`src/rtl/csu_pkg.sv`:
```
// Package: shared sizes, decode constants and record types for the
// condition and carry status unit. Assumes 32-bit words, with bit 0
// taken as the MSB.
package csu_pkg;
    localparam int WORD_W      = 32;
    localparam int FIELD_W     = 4;
    localparam int FIELD_COUNT = 8;
    localparam int IDX_W       = $clog2(FIELD_COUNT);
    localparam int CR_W        = FIELD_W * FIELD_COUNT;
    localparam int PRIM_W      = 6;
    localparam int EXT_W       = 10;
    localparam logic [PRIM_W-1:0] PRIMARY_OP = 6'd31;
    localparam logic [EXT_W-1:0]  EXT_OP     = 10'd512;

    typedef struct packed {
        logic lt;
        logic gt;
        logic eq;
        logic so;
    } cr_field_t;

    typedef struct packed {
        logic so;
        logic ov;
        logic ca;
    } status_t;
endpackage

```
`src/rtl/csu_decode.sv`:
```
// Module: csu_decode
// Recognises the sample-and-clear status move in a 32-bit instruction word
// and extracts the destination field index.
// Assumes: bit 0 of the word is its MSB. Bits 9..20 and bit 31 are ignored.
module csu_decode
    import csu_pkg::*;
(
    input  logic              valid_i,
    input  logic [WORD_W-1:0] word_i,
    output logic              move_o,
    output logic              unrec_o,
    output logic [IDX_W-1:0]  idx_o
);
    localparam int PRIM_LSB = WORD_W - PRIM_W;
    localparam int IDX_MSB  = PRIM_LSB - 1;

    logic [PRIM_W-1:0] prim;
    logic [EXT_W-1:0]  ext;
    logic              match;
    logic              unused_bits;

    // Field extraction for the primary opcode, the extended opcode and the index.
    always_comb begin
        prim  = word_i[WORD_W-1 -: PRIM_W];
        ext   = word_i[EXT_W:1];
        idx_o = word_i[IDX_MSB -: IDX_W];
        match = (prim == PRIMARY_OP) && (ext == EXT_OP);
    end

    assign unused_bits = ^{word_i[IDX_MSB-IDX_W:EXT_W+1], word_i[0]};

    // Qualify the match with the valid strobe.
    always_comb begin
        move_o  = valid_i && match;
        unrec_o = valid_i && !match;
    end
endmodule

```
`src/rtl/csu_status.sv`:
```
// Module: csu_status
// Holds the overflow, carry and sticky summary-overflow flags.
// Assumes: a clear request outranks an arithmetic update on the same edge.
module csu_status
    import csu_pkg::*;
(
    input  logic    clk,
    input  logic    rst_n,
    input  logic    clear_i,
    input  logic    upd_valid_i,
    input  logic    upd_ov_i,
    input  logic    upd_ca_i,
    output status_t flags_o
);
    status_t flags_q;

    // Flag register: reset, clear, or load with the sticky summary bit.
    always_ff @(posedge clk) begin
        if (!rst_n) begin
            flags_q <= '0;
        end else if (clear_i) begin
            flags_q <= '0;
        end else if (upd_valid_i) begin
            flags_q.ov <= upd_ov_i;
            flags_q.ca <= upd_ca_i;
            flags_q.so <= flags_q.so | upd_ov_i;
        end
    end

    assign flags_o = flags_q;
endmodule

```
`src/rtl/csu_cond_reg.sv`:
```
// Module: csu_cond_reg
// Condition register built from FIELD_COUNT independently written fields.
// Assumes: field 0 occupies the top nibble, and at most one field is written per edge.
module csu_cond_reg
    import csu_pkg::*;
(
    input  logic             clk,
    input  logic             rst_n,
    input  logic             wr_en_i,
    input  logic [IDX_W-1:0] wr_idx_i,
    input  cr_field_t        wr_data_i,
    output logic [CR_W-1:0]  cr_o
);
    for (genvar g = 0; g < FIELD_COUNT; g++) begin : g_field
        cr_field_t field_q;

        // Per-field storage: loaded only when this field is the target.
        always_ff @(posedge clk) begin
            if (!rst_n) begin
                field_q <= '0;
            end else if (wr_en_i && (wr_idx_i == IDX_W'(g))) begin
                field_q <= wr_data_i;
            end
        end

        assign cr_o[CR_W-1-g*FIELD_W -: FIELD_W] = field_q;
    end
endmodule

```
`src/rtl/cond_status_unit.sv`:
```
// Module: cond_status_unit (top)
// Decodes the sample-and-clear status move and holds the condition register,
// the status flags, the next-PC value and the unrecognised-word pulse.
// Assumes: one instruction per cycle; the PC step is fixed by PC_STEP.
module cond_status_unit
    import csu_pkg::*;
#(
    parameter int PC_W    = 32,
    parameter int PC_STEP = 4
) (
    input  logic              clk,
    input  logic              rst_n,
    input  logic              instr_valid_i,
    input  logic [WORD_W-1:0] instr_word_i,
    input  logic [PC_W-1:0]   pc_i,
    input  logic              upd_valid_i,
    input  logic              upd_ov_i,
    input  logic              upd_ca_i,
    output logic [CR_W-1:0]   cr_o,
    output logic              so_o,
    output logic              ov_o,
    output logic              ca_o,
    output logic [PC_W-1:0]   next_pc_o,
    output logic              unrec_o
);
    logic             move;
    logic             unrec;
    logic [IDX_W-1:0] idx;
    status_t          flags;
    cr_field_t        wr_data;
    logic [PC_W-1:0]  npc_q;
    logic             unrec_q;

    csu_decode u_decode (
        .valid_i (instr_valid_i),
        .word_i  (instr_word_i),
        .move_o  (move),
        .unrec_o (unrec),
        .idx_o   (idx)
    );

    csu_status u_status (
        .clk         (clk),
        .rst_n       (rst_n),
        .clear_i     (move),
        .upd_valid_i (upd_valid_i),
        .upd_ov_i    (upd_ov_i),
        .upd_ca_i    (upd_ca_i),
        .flags_o     (flags)
    );

    // Permute the pre-edge flags into the field layout.
    always_comb begin
        wr_data.lt = flags.so;
        wr_data.gt = flags.ov;
        wr_data.eq = flags.ca;
        wr_data.so = 1'b0;
    end

    csu_cond_reg u_cr (
        .clk       (clk),
        .rst_n     (rst_n),
        .wr_en_i   (move),
        .wr_idx_i  (idx),
        .wr_data_i (wr_data),
        .cr_o      (cr_o)
    );

    // Next-PC register and the one-cycle unrecognised-word pulse.
    always_ff @(posedge clk) begin
        if (!rst_n) begin
            npc_q   <= '0;
            unrec_q <= 1'b0;
        end else begin
            unrec_q <= unrec;
            if (move) npc_q <= pc_i + PC_W'(PC_STEP);
        end
    end

    assign so_o      = flags.so;
    assign ov_o      = flags.ov;
    assign ca_o      = flags.ca;
    assign next_pc_o = npc_q;
    assign unrec_o   = unrec_q;
endmodule

```
`config.mk`:
```
export PLATFORM = sky130hd
export DESIGN_NAME = cond_status_unit
export DESIGN_NICKNAME = d
export VERILOG_FILES = /design/src/rtl/csu_pkg.sv /design/src/rtl/csu_decode.sv /design/src/rtl/csu_status.sv /design/src/rtl/csu_cond_reg.sv /design/src/rtl/cond_status_unit.sv
export SDC_FILE = /design/constraint.sdc
export NUM_CORES = 1
export LEC_CHECK = 0
export BUFFER_PORTS_ARGS = -buffer_cell sky130_fd_sc_hd__buf_2
export CAP_MARGIN = 25
export CORE_AREA = 2 2 85 87
export CTS_BUF_LIST = sky130_fd_sc_hd__clkbuf_8
export CTS_CLUSTER_DIAMETER = 150
export DETAILED_ROUTE_END_ITERATION = 10
export DIE_AREA = 0 0 87 89
export HOLD_SLACK_MARGIN = 0.06
export PLACE_DENSITY = 0.83
export SYNTH_ARGS = -nofsm -noshare
export SYNTH_HDL_FRONTEND = slang
export SYNTH_SLANG_ARGS = --single-unit
export TNS_END_PERCENT = 100
```
`constraint.sdc`:
```
create_clock -name clk -period 1.89 [get_ports clk]
set_input_delay 0.2835 -clock clk [delete_from_list [all_inputs] [get_ports clk]]
set_output_delay 0.2835 -clock clk [all_outputs]
set_load 0.05 [all_outputs]
```
==> results.md <==
- Residual DRC count: 0
- Fill cell count: 602
- Metal2 WL: 3.389 mm
- CTS H-tree depth: 3
- Clock sinks: 60
- Peak supply drop: 0.0004599 V
- Reg2Reg Depth: 2
- Hold path cells: 3
- Die area: 7743 sq um
- PD cells: 719.4 nW/um^2
- Critical Path Start Type: input port
- GR Util All Layers: 17.88%
- Vias in the first global route: 2449
- Yosys Warn Count: 0
- Delay-heaviest family, CP: simple AND/OR/NAND/NOR gates
- Min-delay src: upd_ca_i
- Core Footprint: 6719 sq um
- Fmax: 611.9 MHz
- Die Wd: 87 um
- Leading post-synthesis cells by cell area: dfxtp_1, mux2i_1, xor2_1
- # rows: 30
- RePlAce Congestion: 0.8452
- CTS resizes: 0
- Worst R2R Start: u_status.flags_o[1]
- Critical path peak fanout: 7
- Crit share post-route: 86.47%
- Drt initial violations: 65
- Pleak: 1.890 nW
- CTS tree: done
- Worst path required time: 2.14 ns
- RSZ-0062 raised after global routing: false
- Area grow syn2layout: 29.81%
- Post-synth top cells: dfxtp_1, nand2_1, mux2i_1
- Switching power total: 0.6167 mW
- Final WL: 6.976 mm
- Initial antenna violation count: 0
- Max-cap violations: 0
- Root buffer cell: clkbuf_8
- Final Power: 2.674 mW
- Worst Setup Path Type: in2reg
- Synth area leader: dfxtp_1
- Most numerous cell in the Yosys netlist: dfxtp_1
- Final ANT Viol Nets: 0
- Post-DP HPWL: 5.286 mm
- Post-synth ARST share: 0%
- Seq pwr share: 47.7%
- Distinct cells, synth: 38
- Worst path cell trace: buf_2 -> or4b_4 -> nor4_4 -> buf_4 -> and4b_1 -> mux2i_1
- Sequential share of the synthesized area: 41.96%
- WP buf/inv: 2
- Most used flip-flop cell after synthesis: dfxtp_1
- Share of cells above drive strength 1: 34.03%
- Min Clock Period, post-route: 1.634 ns
- FF-to-FF End: u_cr.cr_o[18]
- Worst skew pair latency: 0.33 ns
- R2R setup slack: 0.99 ns
- Setup bufs post-CTS: 0
- Final #Nets: 496
- DR vias: 2616
- Mapped Area: 2863 sq um
- Maximum clock path buffer count: 2
- Fin worst setup slack: 0.2558 ns
- I/O Pins: 138
- Global-route wire length before repair: 10.94 mm
- PortBufs: 116
- Routed met3 length: 460 um
- Storage cell area: 1201 sq um
- Switch share: 23.07%
- Int Pwr: 2.057 mW
- Skew final: 0.006286 ns
- DRT Pass-1 Iters: 4
- Pins over their slew limit: 0
- Comb pwr share: 9.1%
- Syn_area_per_cell: 9.265 sq um
- Vias per cell: 5.139
- Yosys top cell area share: 41.96%
- GRT Residual Overflow: 0
- Clock Power Share: 43.1%
- Hold Fails Final Rpt: 0
- Multi-input logic area: 1535 sq um
- Status: completed
- Critical Path Sink Type: flop
- Slowest-stage cell, CP: or4b_4
- CTS clk-pin slew, worst paths: 0.07 ns
- WL/cell: 13.71 um
- Number of synthesized register bits: 60
- Met1 Wirelength: 2.981 mm
- Initial Util: 42.61%
- Die Height: 89 um
- Pre-CTS setup slack: -0.04026 ns
- CP arrival: 1.88 ns
- Top routing layer in use: met4
- Diodes inserted: 0
- Hold buffers post-CTS: 0
- WHS Endpoint: u_status.flags_o[0]
- CP peak stage delay: 0.55 ns
- Largest net degree at the start of global routing: 33
- Hold Crit Class: in2reg
- Post-synth EDFFs: 0
- Setup Viol. Count Final: 0
- Synth Instances: 309
- TritonCTS Buffers: 9
[per-layer routing]
layer / vias up / track usage, %
met5: - / 0
li1: 1309 / -
met4: 0 / 8.097
met2: 92 / 30.19
met1: 1203 / 20.77
met3: 12 / 5.725
[final cells by class]
| type | count | area share, % |
|---|---|---|
| sequential | 60 | 32.32 |
| timing repair buffer | 125 | 18.11 |
| inverter | 1 | 0.1010 |
| tap | 80 | 2.694 |
| multi-input combinational | 228 | 41.31 |
| clock buffer | 12 | 4.444 |
| clock inverter | 3 | 1.010 |
[power by group through the flow]
stage               Sequential [mW]  Combinational (mW)  Clock, mW
finish                         1.28               0.245       1.15
global route                   1.28               0.266       1.24
CTS                            1.28               0.243       1.18
detailed placement             1.30               0.242          0
global placement               1.30               0.237          0
floorplan                      1.32               0.130          0
[sequential cells by signal, summed over array words and instances (netlist names)]
name and count:
unrec_o 1, u_status.flags_o 3, u_cr.cr_o 24, next_pc_o 32
[cell usage in the layout (no fill, tap or decap), types with 2 or more instances in the layout]
cell	instances
inv_1	3
buf_12	2
buf_4	7
nor2b_1	10
and3_1	5
nand2_1	39
buf_2	116
nor4_1	2
a21oi_1	20
dfxtp_1	60
conb_1	8
nand4_1	10
clkbuf_8	12
xor2_1	22
xnor2_1	6
nor2_1	9
nor4_4	2
nand3_1	15
and4_1	5
mux2i_1	29
o211a_1	10
o21ai_0	19
nand4b_1	2
[worst min-delay path, cell delays in order]
cell and delay (ns):
buf_2 0.07, mux2i_1 0.06, nor2_1 0.07
[cell families (layout without fill, tap and decap cells)]
logic type,after synthesis,in the layout,synth area share (%)
compound gates,49,49,10.31
xor+xnor,28,28,8.566
fa+ha+maj,1,1,0.4370
buf+inv,28,141,5.376
flops,60,60,41.96
mux,29,29,10.14
other cells,1,8,0.1310
simple gates,113,113,23.08
[worst max-delay path by stage]
stage | start | to | slack [ns] | depth (start not counted)
after floorplan | instr_word_i[4] | u_cr.cr_o[19] | 0.08 | 5
after CTS | instr_word_i[4] | u_cr.cr_o[18] | 0.26 | 6
final | instr_word_i[4] | u_cr.cr_o[18] | 0.26 | 6
after global placement | instr_word_i[4] | u_cr.cr_o[19] | -0.01 | 6
after detailed placement | instr_word_i[4] | u_cr.cr_o[19] | -0.04 | 6
after global routing | instr_word_i[4] | u_cr.cr_o[18] | 0.19 | 6
[stage by stage]
stage | std cells | area [sq um] | util, % | hold slack (ns) | TNS, ns
after floorplan | 316 | 2889 | - | 0.3973 | 0
after global placement | 494 | 3513 | 52.29 | 0.4410 | -0.03279
after detailed placement | 494 | 3513 | 52.29 | 0.4459 | -0.1383
after CTS | 509 | 3716 | 55.31 | 0.1860 | 0
after global routing | 509 | 3716 | 55.31 | 0.2026 | 0
final | 509 | 3716 | 55.31 | 0.1934 | 0
Power figures use the tool's default switching activity.
